## src/rtl/tmr16_pkg.sv

```systemverilog
package tmr16_pkg;

   typedef enum logic [1:0] {
      RA_PER_LO = 2'd0,
      RA_PER_HI = 2'd1,
      RA_CTRL   = 2'd2,
      RA_STAT   = 2'd3
   } reg_addr_e;

   typedef enum logic [7:0] {
      CMD_IRQ_ON   = 8'h01,
      CMD_IRQ_OFF  = 8'h02,
      CMD_SRC_OSC  = 8'h03,
      CMD_SRC_EXT  = 8'h04,
      CMD_START    = 8'h05,
      CMD_STOP     = 8'h06,
      CMD_ONESHOT  = 8'h07,
      CMD_PERIODIC = 8'h08,
      CMD_PIN_ON   = 8'h09,
      CMD_PIN_OFF  = 8'h0A,
      CMD_CLEAR    = 8'h0C
   } cmd_e;

   // Bit order matches the control readback: route, periodic, ext, irq_en.
   typedef struct packed {
      logic pin_route;
      logic periodic;
      logic ext_src;
      logic irq_en;
   } cfg_t;

endpackage

```

## src/rtl/tmr16_tick.sv

```systemverilog
module tmr16_tick #(
   parameter int unsigned SYNC_STAGES = 2,
   parameter bit          HAS_EXT     = 1'b1
) (
   input  logic clk,
   input  logic rst_n,
   input  logic ext_clk,
   input  logic ext_sel,
   output logic tick
);

   if (SYNC_STAGES < 2) begin : g_bad_sync
      $error("tmr16_tick: SYNC_STAGES must be at least 2");
   end

   if (HAS_EXT) begin : g_ext
      logic [SYNC_STAGES-1:0] sync_q;
      logic                   last_q;
      logic                   rise;

      always_ff @(posedge clk or negedge rst_n) begin
         if (!rst_n) begin
            sync_q <= '0;
            last_q <= 1'b0;
         end else begin
            sync_q <= {sync_q[SYNC_STAGES-2:0], ext_clk};
            last_q <= sync_q[SYNC_STAGES-1];
         end
      end

      assign rise = sync_q[SYNC_STAGES-1] & ~last_q;
      assign tick = ext_sel ? rise : 1'b1;

      // one external edge yields one tick, never two in a row
      a_r5_single_tick: assert property (@(posedge clk) disable iff (!rst_n)
         (ext_sel && tick) |=> (!ext_sel || !tick));
   end else begin : g_osc_only
      assign tick = 1'b1;
   end

endmodule

```

## src/rtl/tmr16_regs.sv

```systemverilog
module tmr16_regs
   import tmr16_pkg::*;
#(
   parameter int unsigned BYTE_W = 8,
   parameter int unsigned PER_W  = 16
) (
   input  logic              clk,
   input  logic              rst_n,
   input  logic              wr_en,
   input  logic              rd_en,
   input  logic [1:0]        addr,
   input  logic [BYTE_W-1:0] wdata,
   input  logic              fire,
   input  logic              running,
   output logic [BYTE_W-1:0] rdata,
   output logic [PER_W-1:0]  period,
   output cfg_t              cfg,
   output logic              start_p,
   output logic              stop_p,
   output logic              clr_p,
   output logic              irq
);

   localparam int unsigned NBYTES = PER_W / BYTE_W;

   if (PER_W != 2 * BYTE_W) begin : g_bad_width
      $error("tmr16_regs: PER_W must be two bytes wide");
   end
   if (BYTE_W < 8) begin : g_bad_byte
      $error("tmr16_regs: BYTE_W must hold a command byte");
   end

   logic cmd_wr;
   logic stat_rd;
   logic status_q;
   cfg_t cfg_q;

   assign cmd_wr  = wr_en && (addr == RA_CTRL);
   assign stat_rd = rd_en && (addr == RA_STAT);
   assign start_p = cmd_wr && (wdata == BYTE_W'(CMD_START));
   assign stop_p  = cmd_wr && (wdata == BYTE_W'(CMD_STOP));
   assign clr_p   = cmd_wr && (wdata == BYTE_W'(CMD_CLEAR));

   // period bytes: byte b sits at address b
   for (genvar b = 0; b < NBYTES; b++) begin : g_byte
      logic [BYTE_W-1:0] q;
      always_ff @(posedge clk or negedge rst_n) begin
         if (!rst_n)
            q <= '0;
         else if (wr_en && (addr == 2'(b)))
            q <= wdata;
      end
      assign period[b*BYTE_W +: BYTE_W] = q;
   end

   always_ff @(posedge clk or negedge rst_n) begin
      if (!rst_n) begin
         cfg_q <= '0;
      end else if (cmd_wr) begin
         case (wdata)
            BYTE_W'(CMD_IRQ_ON):   cfg_q.irq_en    <= 1'b1;
            BYTE_W'(CMD_IRQ_OFF):  cfg_q.irq_en    <= 1'b0;
            BYTE_W'(CMD_SRC_OSC):  cfg_q.ext_src   <= 1'b0;
            BYTE_W'(CMD_SRC_EXT):  cfg_q.ext_src   <= 1'b1;
            BYTE_W'(CMD_ONESHOT):  cfg_q.periodic  <= 1'b0;
            BYTE_W'(CMD_PERIODIC): cfg_q.periodic  <= 1'b1;
            BYTE_W'(CMD_PIN_ON):   cfg_q.pin_route <= 1'b1;
            BYTE_W'(CMD_PIN_OFF):  cfg_q.pin_route <= 1'b0;
            default: ;
         endcase
      end
   end

   always_ff @(posedge clk or negedge rst_n) begin
      if (!rst_n)
         status_q <= 1'b0;
      else if (clr_p)
         status_q <= 1'b0;
      else if (fire)
         status_q <= 1'b1;
      else if (stat_rd)
         status_q <= 1'b0;
   end

   always_comb begin
      rdata = '0;
      if (rd_en) begin
         case (addr)
            RA_PER_LO: rdata = period[BYTE_W-1:0];
            RA_PER_HI: rdata = period[PER_W-1:BYTE_W];
            RA_CTRL:   rdata = BYTE_W'({running, cfg_q});
            default:   rdata = BYTE_W'(status_q);
         endcase
      end
   end

   assign cfg = cfg_q;
   assign irq = cfg_q.irq_en & status_q;

   // status is sticky until read or cleared
   a_r10_sticky: assert property (@(posedge clk) disable iff (!rst_n)
      (status_q && !clr_p && !stat_rd) |=> status_q);

   // clear command never disturbs the period bytes
   a_r9_period_kept: assert property (@(posedge clk) disable iff (!rst_n)
      clr_p |=> $stable(period));

   // writes of undefined command bytes leave the configuration alone
   a_r3_bad_code: assert property (@(posedge clk) disable iff (!rst_n)
      (cmd_wr && !(wdata inside {BYTE_W'(CMD_IRQ_ON), BYTE_W'(CMD_IRQ_OFF),
         BYTE_W'(CMD_SRC_OSC), BYTE_W'(CMD_SRC_EXT), BYTE_W'(CMD_ONESHOT),
         BYTE_W'(CMD_PERIODIC), BYTE_W'(CMD_PIN_ON), BYTE_W'(CMD_PIN_OFF)}))
      |=> $stable(cfg_q));

endmodule

```

## src/rtl/tmr16_count.sv

```systemverilog
module tmr16_count #(
   parameter int unsigned PER_W = 16
) (
   input  logic             clk,
   input  logic             rst_n,
   input  logic             tick,
   input  logic [PER_W-1:0] period,
   input  logic             periodic,
   input  logic             start_p,
   input  logic             stop_p,
   input  logic             clr_p,
   output logic             fire,
   output logic             running,
   output logic             tmr_out
);

   localparam logic [PER_W-1:0] ONE = PER_W'(1);

   if (PER_W < 2) begin : g_bad_per
      $error("tmr16_count: PER_W too small");
   end

   logic [PER_W-1:0] cnt_q;
   logic             run_q;
   logic             tgl_q;
   logic             pulse_q;
   logic             per_zero;

   assign per_zero = (period == '0);
   assign fire     = run_q & tick & ~per_zero & (cnt_q == ONE);

   always_ff @(posedge clk or negedge rst_n) begin
      if (!rst_n) begin
         cnt_q   <= '0;
         run_q   <= 1'b0;
         tgl_q   <= 1'b0;
         pulse_q <= 1'b0;
      end else if (clr_p) begin
         cnt_q   <= '0;
         run_q   <= 1'b0;
         tgl_q   <= 1'b0;
         pulse_q <= 1'b0;
      end else begin
         pulse_q <= fire;
         if (start_p) begin
            if (!per_zero) begin
               run_q <= 1'b1;
               cnt_q <= period;
            end
         end else if (stop_p) begin
            run_q <= 1'b0;
         end else if (run_q) begin
            if (per_zero) begin
               run_q <= 1'b0;
            end else if (tick) begin
               if (cnt_q == ONE) begin
                  if (periodic) begin
                     cnt_q <= period;
                     tgl_q <= ~tgl_q;
                  end else begin
                     run_q <= 1'b0;
                     cnt_q <= '0;
                  end
               end else begin
                  cnt_q <= cnt_q - ONE;
               end
            end
         end
      end
   end

   assign tmr_out = periodic ? tgl_q : pulse_q;
   assign running = run_q;

   // a one-shot time-out leaves the timer stopped
   a_r6_oneshot_stop: assert property (@(posedge clk) disable iff (!rst_n)
      (fire && !periodic && !start_p) |=> !run_q);

   // a periodic time-out flips the square wave
   a_r7_toggle: assert property (@(posedge clk) disable iff (!rst_n)
      (fire && periodic && !clr_p && !start_p && !stop_p) |=> (tgl_q != $past(tgl_q)));

   // a zero period halts a running counter
   a_r8_zero_halt: assert property (@(posedge clk) disable iff (!rst_n)
      (run_q && per_zero && !start_p) |=> !run_q);

   // a stopped counter holds its value
   a_r12_hold: assert property (@(posedge clk) disable iff (!rst_n)
      (!run_q && !start_p && !clr_p) |=> $stable(cnt_q));

endmodule

```

## src/rtl/tmr16_unit.sv

```systemverilog
module tmr16_unit
   import tmr16_pkg::*;
#(
   parameter int unsigned BYTE_W      = 8,
   parameter int unsigned PER_W       = 2 * BYTE_W,
   parameter int unsigned SYNC_STAGES = 2,
   parameter bit          HAS_EXT     = 1'b1
) (
   input  logic              clk,
   input  logic              rst_n,
   input  logic              bus_wr,
   input  logic              bus_rd,
   input  logic [1:0]        bus_addr,
   input  logic [BYTE_W-1:0] bus_wdata,
   output logic [BYTE_W-1:0] bus_rdata,
   input  logic              ext_clk,
   output logic              irq,
   output logic              tmr_out,
   output logic              pin_out
);

   logic [PER_W-1:0] period;
   cfg_t             cfg;
   logic             start_p, stop_p, clr_p;
   logic             fire, running, tick, out_raw;

   tmr16_regs #(.BYTE_W(BYTE_W), .PER_W(PER_W)) u_regs (
      .clk     (clk),
      .rst_n   (rst_n),
      .wr_en   (bus_wr),
      .rd_en   (bus_rd),
      .addr    (bus_addr),
      .wdata   (bus_wdata),
      .fire    (fire),
      .running (running),
      .rdata   (bus_rdata),
      .period  (period),
      .cfg     (cfg),
      .start_p (start_p),
      .stop_p  (stop_p),
      .clr_p   (clr_p),
      .irq     (irq)
   );

   tmr16_tick #(.SYNC_STAGES(SYNC_STAGES), .HAS_EXT(HAS_EXT)) u_tick (
      .clk     (clk),
      .rst_n   (rst_n),
      .ext_clk (ext_clk),
      .ext_sel (cfg.ext_src),
      .tick    (tick)
   );

   tmr16_count #(.PER_W(PER_W)) u_count (
      .clk      (clk),
      .rst_n    (rst_n),
      .tick     (tick),
      .period   (period),
      .periodic (cfg.periodic),
      .start_p  (start_p),
      .stop_p   (stop_p),
      .clr_p    (clr_p),
      .fire     (fire),
      .running  (running),
      .tmr_out  (out_raw)
   );

   assign tmr_out = out_raw;
   assign pin_out = cfg.pin_route & out_raw;

endmodule

```

## config.mk

```make
export PLATFORM = sky130hd
export DESIGN_NAME = tmr16_unit
export DESIGN_NICKNAME = d
export VERILOG_FILES = /design/src/rtl/tmr16_pkg.sv /design/src/rtl/tmr16_tick.sv /design/src/rtl/tmr16_regs.sv /design/src/rtl/tmr16_count.sv /design/src/rtl/tmr16_unit.sv
export SDC_FILE = /design/constraint.sdc
export NUM_CORES = 1
export LEC_CHECK = 0
export CORE_MARGIN = 2
export CORE_UTILIZATION = 55
export CTS_BUF_LIST = sky130_fd_sc_hd__clkbuf_8
export DETAILED_ROUTE_END_ITERATION = 6
export PLACE_DENSITY = 0.85
export REMOVE_ABC_BUFFERS = 1
export SYNTH_ARGS = -nofsm -noshare
export SYNTH_HDL_FRONTEND = slang
export SYNTH_SLANG_ARGS = --single-unit
```

## constraint.sdc

```tcl
create_clock -name clk -period 3.3 [get_ports clk]
set_input_delay 0.495 -clock clk [delete_from_list [all_inputs] [get_ports clk]]
set_output_delay 0.495 -clock clk [all_outputs]
set_load 0.1 [all_outputs]
```

==> results of run 1 <==
[power groups by stage]
stage | logic [uW] | clock network, uW | registers (uW)
floorplan | 821 | 0 | 756
global placement | 1010 | 0 | 801
detailed placement | 1060 | 0 | 805
CTS | 1080 | 497 | 796
global route | 1200 | 528 | 822
finish | 1070 | 496 | 803
[stage by stage]
stage | std cells | hold WS [ns] | util [%] | setup slack [ns]
after floorplan | 244 | 0.199 | - | 0.882
after global placement | 330 | 0.333 | 65.9 | 0.253
after detailed placement | 330 | 0.336 | 65.9 | 0.208
after CTS | 338 | 0.354 | 69.0 | 0.518
after global routing | 338 | 0.377 | 69.0 | 0.298
final | 338 | 0.332 | 69.0 | 0.493
[placed cells by master, fill, tap and decap left out, drive strengths merged, types with 3 or more instances in the layout]
master / count
nand4: 4
nand4b: 3
inv: 4
a31oi: 3
nor4: 8
nand2b: 4
nor2: 12
a21boi: 3
a21oi: 22
clkdlybuf4s50: 13
nor2b: 5
o2bb2ai: 16
dfrtp: 43
and2: 19
buf: 21
o21ai: 10
mux2i: 7
nand2: 15
nor3b: 5
xnor2: 9
nor3: 6
clkbuf: 5
mux2: 16
nand3: 6
xor2: 3
[how the worst min path moves through the flow]
| stage | start | end | cells after the start |
|---|---|---|---|
| CTS | u_tick.g_ext.sync_q[0] | u_tick.g_ext.sync_q[1] | 0 |
| floorplan | rst_n | u_count.cnt_q[0] | 0 |
| detailed placement | u_tick.g_ext.sync_q[0] | u_tick.g_ext.sync_q[1] | 0 |
| finish | rst_n | u_regs.cfg[3] | 1 |
| global route | u_tick.g_ext.sync_q[0] | u_tick.g_ext.sync_q[1] | 0 |
| global placement | u_tick.g_ext.sync_q[0] | u_tick.g_ext.sync_q[1] | 0 |
[routing by layer]
metal	up-vias	global-route usage (%)	wire length [microns]
li1	998	-	-
met1	1029	37.4	2600
met2	94	42.2	2970
met3	18	5.34	417
met4	0	11.7	183
met5	-	0	0
[state kept, by name, summed over array words and instances, names as in the netlist]
register             flops
u_regs.g_byte.q         16
u_count.pulse_q          1
u_count.tgl_q            1
u_tick.g_ext.last_q      1
u_count.running          1
u_regs.status_q          1
u_tick.g_ext.sync_q      2
u_regs.cfg               4
u_count.cnt_q           16
[cell families (layout without fill, tap and decap cells)]
family | count (synthesis) | after routing
and+or+nand+nor | 95 | 95
AOI/OAI and AO/OA | 64 | 64
DFF | 43 | 43
muxes | 24 | 24
buffers and inverters | 14 | 46
xor gates and xnor gates | 12 | 12
adders and majority gates | 2 | 2
[worst reg2reg max path, delay by kind of cell, from the launching register on]
kind,cells,cell delay [ns]
AND/OR/NAND/NOR,3,1.25
flip-flops,1,0.44
AO/OA/AOI/OAI,3,0.37
buffers and inverters,1,0.27
[synth_stat cells, types with 5 or more instances]
cell        n  share of area, %
dfrtp_1    43                43
a21oi_1    21               4.2
and2_1     19               4.7
mux2_2     16               7.1
o2bb2ai_1  16               5.5
nand2_1    15               2.2
nor2_1     12               1.8
o21ai_0     9               1.8
xnor2_1     9               3.1
mux2i_1     7               2.8
nor4_1      7               1.7
clkbuf_1    6              0.89
nand3_1     6               1.2
nor3_1      6               1.2
nor2b_1     5               1.2
[cell type report]
type / count / share of cell area (%)
Clock inverter: 3 / 2.23
Tap cell: 52 / 2.15
Clock buffer: 5 / 2.27
Multi-Input combinational cell: 197 / 45.8
Inverter: 4 / 0.496
Timing Repair Buffer: 34 / 11.5
Sequential cell: 43 / 35.6
==> run_results.csv, run 1 <==
group,metric,value,unit
synth,yosys_warnings,0,
routing,drt_iter0_drc,266,
pwr,pwr-share-comb,45.3,%
place,gp_congestion,0.872,
layout,area_growth,19.9,%
clock_tree,clk_pin_slew,0.08,ns
synth,synthCells,254,
clock_tree,cts_root_buf,"clkbuf_8",
synth,ys_seq_area_share,42.6,%
floorplan,design.die.area,5150,sq um
synth,synth-simple-area-share,21.9,%
sta,slew-limit-headroom,23.0,%
clock_tree,cts_resized,0,
worst_setup_path,rr_worst_depth,7,
synth,synth_compound_area_share,17.0,%
pwr,p_leak,0.00123,uW
worst_setup_path,required,3.44,ns
synth,async_flop_share,100,%
worst_setup_path,cp-startpoint,"bus_wdata[5]",
floorplan,die_y,71.8,microns
worst_setup_path,cp_num_cells,6,
layout,final_nets,302,
routing,drtAntennaViolNets,0,
routing,firstDrtPassIters,4,
sta,max_freq,356,MHz
sta,worst_pin_slew,1.15,ns
worst_setup_path,endpoint_kind,"flip-flop",
synth,ys.flop_type,"dfrtp_1",
routing,dr_total_vias,2139,
run_status,status,"complete, no violations",
sta,fin_skew,0.0114,ns
floorplan,fp-row-count,24,
pwr,seq_power_share,33.9,%
clock_tree,cts_sinks,43,
synth,synth_edf_count,0,
sta,drv_slew,0,
synth,synth_xor_area_share,4.16,%
floorplan,core_area,4380,sq um
synth,postSynthAreaPerCell,9.94,sq um
layout,multiInputGateArea,1390,sq um
floorplan,fp.dieW,71.8,microns
routing,drc_errors,0,
worst_setup_path,slowest_stage,"o21ai_1",
pwr,pwr_density_cell,784,nW/um^2
global_routing,grt_max_degree,44,
worst_setup_path,critPathKind,"in2reg",
place,dpl_cell_area,2890,sq um
worst_setup_path,slowest_delay,0.89,ns
floorplan,initial_utilization,57.6,%
layout,fill_cells,328,
global_routing,track_usage,27.2,%
place,io_buffers,25,
pwr,p_clk_share,20.9,%
pwr,p_sw,916,uW
worst_setup_path,r2r_end,"u_count.cnt_q[14]",
sta,setup_violations,0,
global_routing,grt_pass1_wl,10800,microns
worst_setup_path,critical_path.cell_chain,"clkdlybuf4s50_1 -> or4_4 -> nor3_1 -> a21oi_1 -> o21ai_1 -> o2bb2ai_1",
routing,totalWireLength,6170,microns
worst_hold_path,hp-class,"in2async",
clock_tree,cts_setup_buffers,0,
place,dpl.hpwl,4370,microns
synth,synth_seq_cells,43,
clock_tree,cts_tree,"done",
global_routing,grt_pass1_vias,2188,
synth,syn_area,2520,sq um
routing,avgRoutedWirePerCell,18.3,microns
worst_setup_path,crit_family,"compound AO/OA/AOI/OAI gates",
floorplan,ios,26,
layout,drive_gt1_share,18.9,%
sta,period_share,85.1,%
worst_setup_path,cp.arrival,2.94,ns
clock_tree,cts_buffer_depth,2,
clock_tree,cts_inserted_buffers,5,
worst_setup_path,cp_num_buf_inv,1,
synth,synthMuxAreaShare,10.8,%
pwr,ir_drop,469,uV
worst_setup_path,crit_path_end,"u_count.cnt_q[2]",
routing,vias_per_cell,6.33,
sta,layout_min_cycle_time,2.81,ns
pwr,internal_power,1460,uW
clock_tree,clk_latency,0.31,ns
layout,antenna_cells,0,
worst_setup_path,reg2reg_slack,0.89,ns
synth,ys_types,46,
layout,seq_area,1080,sq um
sta,fin_setup_tns,0,ns
run,drv_cap,0,
clock_tree,htreeDepth,2,
sta,hold_violations,0,
worst_setup_path,start_kind,"input pin",
worst_setup_path,r2r-start,"u_count.cnt_q[4]",
synth,synth_adder_area_share,0.991,%
sta,rsz0062_at_grt,"false",
global_routing,grt-ovfl-total,0,
pwr,netSwitchingFraction,38.6,%
global_routing,antenna_found_initial,0,
clock_tree,cts-hold-fix-buffers,0,
layout,final_area,3030,sq um
pwr,power,2370,uW
worst_setup_path,crit_fanout,16,
synth,synth_top_family_by_area,"simple AND/OR/NAND/NOR gates",
(Power assumes the default switching activity.)
==> inputs of run 2 (changes only) <==
--- a/config.mk
+++ b/config.mk
@@ -7,7 +7,8 @@
 export LEC_CHECK = 0
 export CORE_MARGIN = 2
 export CORE_UTILIZATION = 55
-export CTS_BUF_LIST = sky130_fd_sc_hd__clkbuf_8
+export CTS_BUF_LIST = sky130_fd_sc_hd__clkbuf_4
+export CTS_CLUSTER_DIAMETER = 30
 export DETAILED_ROUTE_END_ITERATION = 6
 export PLACE_DENSITY = 0.85
 export REMOVE_ABC_BUFFERS = 1
==> run_results.csv, run 2 (synthesized netlist as in run 1, its figures left out) <==
group,metric,value,unit
run_status,status,"complete, no violations",
pwr,p_leak,0.00122,uW
sta,worst_pin_slew,1.15,ns
pwr,ir_drop,459,uV
run,drv_cap,0,
clock_tree,cts_tree,"done",
pwr,netSwitchingFraction,39.4,%
floorplan,fp-row-count,24,
routing,met1_length,2670,microns
global_routing,track_usage,26.9,%
worst_setup_path,critPathKind,"in2reg",
floorplan,design.die.area,5150,sq um
sta,period_share,83.4,%
layout,antenna_cells,0,
worst_setup_path,r2r_end,"u_count.cnt_q[14]",
worst_setup_path,cp.arrival,2.96,ns
layout,layout_common_cells,"dfrtp_1, a21oi_1, and2_1",
layout,final_common_cell,"dfrtp_1",
routing,totalWireLength,6070,microns
sta,hold_violations,0,
sta,fin_setup_tns,0,ns
clock_tree,htreeDepth,2,
clock_tree,cts_setup_buffers,0,
sta,fin_skew,0.0151,ns
routing,avgRoutedWirePerCell,18.0,microns
clock_tree,cts_root_buf,"clkbuf_4",
routing,drtAntennaViolNets,0,
layout,fill_cells,334,
sta,setup_violations,0,
floorplan,initial_utilization,57.6,%
routing,met3_length,362,microns
routing,route.met2.wl,2880,microns
sta,rsz0062_at_grt,"false",
global_routing,grt-ovfl-total,0,
worst_hold_path,hp-class,"in2async",
worst_setup_path,rr_worst_depth,7,
floorplan,die_y,71.8,microns
routing,firstDrtPassIters,4,
place,io_buffers,25,
clock_tree,clk_latency,0.37,ns
layout,drive_gt1_share,18.9,%
global_routing,grt_pass1_vias,2164,
worst_setup_path,reg2reg_slack,0.90,ns
clock_tree,cts_resized,0,
layout,final_nets,302,
pwr,pwr-share-comb,46.7,%
global_routing,grt_max_degree,44,
worst_setup_path,start_kind,"input pin",
pwr,p_clk_share,18.4,%
worst_setup_path,required,3.50,ns
clock_tree,cts_buffer_depth,2,
place,dpl.hpwl,4370,microns
global_routing,grt_pass1_wl,10700,microns
global_routing,antenna_found_initial,0,
pwr,pwr_density_cell,766,nW/um^2
sta,layout_min_cycle_time,2.75,ns
floorplan,core_area,4380,sq um
worst_setup_path,endpoint_kind,"flip-flop",
routing,routed.top_layer,"met4",
floorplan,ios,26,
floorplan,fp.dieW,71.8,microns
sta,slew-limit-headroom,22.7,%
pwr,seq_power_share,34.9,%
layout,area_growth,18.6,%
clock_tree,cts_sinks,43,
pwr,power,2290,uW
clock_tree,clk_pin_slew,0.14,ns
routing,dr_total_vias,2145,
sta,fin_hold_ws,0.256,ns
worst_setup_path,r2r-start,"u_count.cnt_q[4]",
clock_tree,cts-hold-fix-buffers,0,
routing,vias_per_cell,6.35,
pwr,p_sw,905,uW
worst_setup_path,crit_fanout,16,
sta,drv_slew,0,
sta,max_freq,364,MHz
worst_setup_path,cp-startpoint,"bus_wdata[5]",
routing,drt_iter0_drc,241,
worst_setup_path,crit_path_end,"u_count.cnt_q[2]",
clock_tree,cts_inserted_buffers,5,
pwr,internal_power,1390,uW
routing,drc_errors,0,
place,gp_congestion,0.872,
[run 2: power groups by stage]
stage | Clock [uW] | Combinational [uW] | Sequential (uW)
after floorplan | 0 | 821 | 756
after global placement | 0 | 1010 | 801
after detailed placement | 0 | 1060 | 805
after CTS | 422 | 1070 | 795
after global routing | 453 | 1200 | 821
final | 422 | 1070 | 802
[run 2: through the flow]
step | std cells | cell area, sq um | util, % | setup slack, ns
floorplan | 244 | 2480 | - | 0.882
global placement | 330 | 2890 | 65.9 | 0.253
detailed placement | 330 | 2890 | 65.9 | 0.208
CTS | 338 | 3000 | 68.3 | 0.594
global route | 338 | 3000 | 68.3 | 0.371
finish | 338 | 3000 | 68.3 | 0.549
[run 2: layer usage]
metal,global-route usage (%),up-vias
li1,-,999
met1,37.2,1049
met2,41.5,80
met3,5.63,17
met4,10.9,0
met5,0,-
[run 2: final cells by class]
class	count	area, sq um	share of cell area, %
sequential	43	1080	35.9
multi-input combinational	197	1390	46.3
inverter	4	15.0	0.501
timing repair buffer	34	348	11.6
clock buffer	5	37.5	1.25
clock inverter	3	67.6	2.26
tap	52	65.1	2.17
[run 2: worst max-delay path: stages]
cell,delay (ns)
clkdlybuf4s50_1,0.44
or4_4,0.59
nor3_1,0.25
a21oi_1,0.10
o21ai_1,0.89
o2bb2ai_1,0.18
[run 2: how the worst min path moves through the flow]
stage | start | endpoint | slack [ns] | depth (start not counted)
6_report | rst_n | u_count.tgl_q | 0.26 | 1
5_1_grt | rst_n | u_regs.g_byte[0].q[7] | 0.33 | 1
4_1_cts | rst_n | u_regs.cfg[3] | 0.29 | 1
3_5_place_dp | u_tick.g_ext.sync_q[0] | u_tick.g_ext.sync_q[1] | 0.34 | 0
3_3_place_gp | u_tick.g_ext.sync_q[0] | u_tick.g_ext.sync_q[1] | 0.33 | 0
2_1_floorplan | rst_n | u_count.cnt_q[0] | 0.20 | 0
==> inputs of run 3 (changes only) <==
--- a/config.mk
+++ b/config.mk
@@ -6,7 +6,7 @@
 export NUM_CORES = 1
 export LEC_CHECK = 0
 export CORE_MARGIN = 2
-export CORE_UTILIZATION = 55
+export CORE_UTILIZATION = 53
 export CTS_BUF_LIST = sky130_fd_sc_hd__clkbuf_4
 export CTS_CLUSTER_DIAMETER = 30
 export DETAILED_ROUTE_END_ITERATION = 6
==> constraint.sdc (replaced) <==
create_clock -name clk -period 2.22 [get_ports clk]
set_input_delay 0.333 -clock clk [delete_from_list [all_inputs] [get_ports clk]]
set_output_delay 0.333 -clock clk [all_outputs]
set_load 0.1 [all_outputs]
==> run_results.csv, run 3 (synthesized netlist as in run 1, its figures left out) <==
group,metric,value,unit
sta,rsz0062_at_grt,"false",
floorplan,die_y,73.0,microns
routing,avgRoutedWirePerCell,18.4,microns
sta,fin_skew,0.0244,ns
routing,drt_iter0_drc,265,
layout,final_common_cell,"dfrtp_1",
worst_setup_path,slowest_stage,"or4_4",
layout,antenna_cells,0,
floorplan,design.die.area,5330,sq um
sta,fin_hold_ws,0.317,ns
pwr,pwr_density_cell,1020,nW/um^2
sta,setup_violations,0,
worst_hold_path,worstHoldPathCells,3,
worst_hold_path,hp-class,"in2reg",
routing,dr_total_vias,2285,
layout,drive_gt1_share,27.2,%
worst_setup_path,endpoint_kind,"flip-flop",
worst_setup_path,r2r_end,"u_count.cnt_q[13]",
global_routing,grt_pass1_wl,10500,microns
worst_setup_path,required,2.52,ns
place,dpl.hpwl,4770,microns
worst_setup_path,rr_worst_depth,6,
global_routing,grt_pass1_vias,2126,
run,drv_cap,0,
worst_setup_path,r2r-start,"u_regs.g_byte[0].q[6]",
worst_setup_path,reg2reg_slack,0.09,ns
global_routing,antenna_found_initial,0,
sta,worst_pin_slew,0.533,ns
place,gp_congestion,0.850,
pwr,pwr-share-comb,51.8,%
worst_setup_path,cp.arrival,2.47,ns
worst_setup_path,critical_path.cell_chain,"clkdlybuf4s50_1 -> or4_4 -> or3_4 -> nor3b_2 -> o22ai_2 -> a21oi_4 -> clkbuf_16 -> o2bb2ai_1",
pwr,power,3340,uW
clock_tree,cts_sinks,43,
run_status,status,"complete, no violations",
worst_hold_path,worstHoldEndpoint,"u_regs.g_byte[0].q[4]",
routing,drtAntennaViolNets,0,
clock_tree,clk_latency,0.38,ns
floorplan,initial_utilization,54.2,%
clock_tree,cts_root_buf,"clkbuf_4",
pwr,internal_power,1950,uW
worst_setup_path,slowest_delay,0.47,ns
routing,totalWireLength,6770,microns
floorplan,fp-row-count,25,
worst_setup_path,crit_family,"simple AND/OR/NAND/NOR gates",
floorplan,core_area,4660,sq um
sta,layout_min_cycle_time,2.16,ns
worst_setup_path,critPathKind,"in2reg",
global_routing,track_usage,25.7,%
routing,drc_errors,0,
clock_tree,cts_buffer_depth,2,
layout,seq_area,1080,sq um
worst_setup_path,cp_num_buf_inv,2,
worst_hold_path,min_from,"bus_wdata[4]",
clock_tree,htreeDepth,2,
place,io_buffers,25,
sta,hold_violations,0,
clock_tree,cts_inserted_buffers,5,
worst_setup_path,crit_fanout,8,
sta,max_freq,462,MHz
sta,drv_slew,0,
clock_tree,clk_pin_slew,0.15,ns
sta,period_share,97.5,%
clock_tree,cts_tree,"done",
floorplan,ios,26,
routing,firstDrtPassIters,5,
global_routing,grt-ovfl-total,0,
routing,vias_per_cell,6.23,
pwr,p_sw,1400,uW
pwr,ir_drop,657,uV
layout,fill_cells,329,
pwr,seq_power_share,35.7,%
global_routing,grt_max_degree,23,
floorplan,fp.dieW,73.0,microns
sta,slew-limit-headroom,64.5,%
pwr,netSwitchingFraction,41.7,%
worst_setup_path,start_kind,"input pin",
pwr,p_clk_share,12.4,%
layout,layout_common_cells,"dfrtp_1, buf_4, a21oi_1",
layout,area_growth,30.0,%
pwr,p_leak,0.00139,uW
layout,multiInputGateArea,1410,sq um
layout,final_nets,329,
[run 3: what timing repair did]
item | in CTS | in global routing
hold buffers | 1 | 0
resized for setup | 0 | 8
buffers inserted | 0 | 1
endpoints found under the setup margin | 0 | 21
endpoints found under the hold margin | 20 | 0
[run 3: worst max path at each step]
stage | from | to | cells past startpoint | slack, ns
detailed placement | bus_wdata[5] | u_count.cnt_q[6] | 8 | -0.38
floorplan | u_count.cnt_q[4] | u_count.cnt_q[0] | 6 | -0.20
global placement | bus_wdata[5] | u_count.cnt_q[14] | 8 | -0.33
finish | bus_wdata[5] | u_count.cnt_q[13] | 8 | 0.06
global route | u_count.cnt_q[8] | u_count.cnt_q[14] | 6 | 0.006
CTS | bus_wdata[5] | u_count.cnt_q[6] | 8 | 0.02
[run 3: routing by layer]
metal  vias up  wire length, microns  global-route usage [%]
met5         -                     0                       0
met4         0                   157                    9.05
met3        22                   420                    3.31
met2       112                  3250                    41.0
met1      1094                  2940                    35.8
li1       1057                     -                       -
[run 3: metrics by stage]
step | util (%) | TNS (ns) | setup WS [ns] | instance area (sq um) | std cells
global placement | 67.5 | -5.94 | -0.326 | 3150 | 356
CTS | 69.1 | 0 | 0.0152 | 3220 | 365
floorplan | - | -2.77 | -0.196 | 2480 | 244
detailed placement | 67.5 | -7.15 | -0.383 | 3150 | 356
finish | 70.4 | 0 | 0.0550 | 3280 | 367
global route | 70.4 | 0 | 0.00608 | 3280 | 367
[run 3: layout make-up]
cell class	instances	share of cell area (%)
Timing Repair Buffer	61	19.9
Inverter	4	0.457
Clock inverter	3	0.762
Sequential cell	43	32.8
Tap cell	54	2.06
Multi-Input combinational cell	197	42.9
Clock buffer	5	1.14
[run 3: power by group through the flow]
stage               logic (uW)  registers (uW)  clock network [uW]
detailed placement        1680            1190                   0
finish                    1730            1190                 416
floorplan                 1220            1120                   0
global placement          1620            1180                   0
global route              1920            1210                 451
CTS                       1690            1170                 419
[run 3: tightest hold or removal path, cell delays in order]
cell and delay [ns]:
dlymetal6s2s_1 0.10, buf_4 0.11, mux2_2 0.13
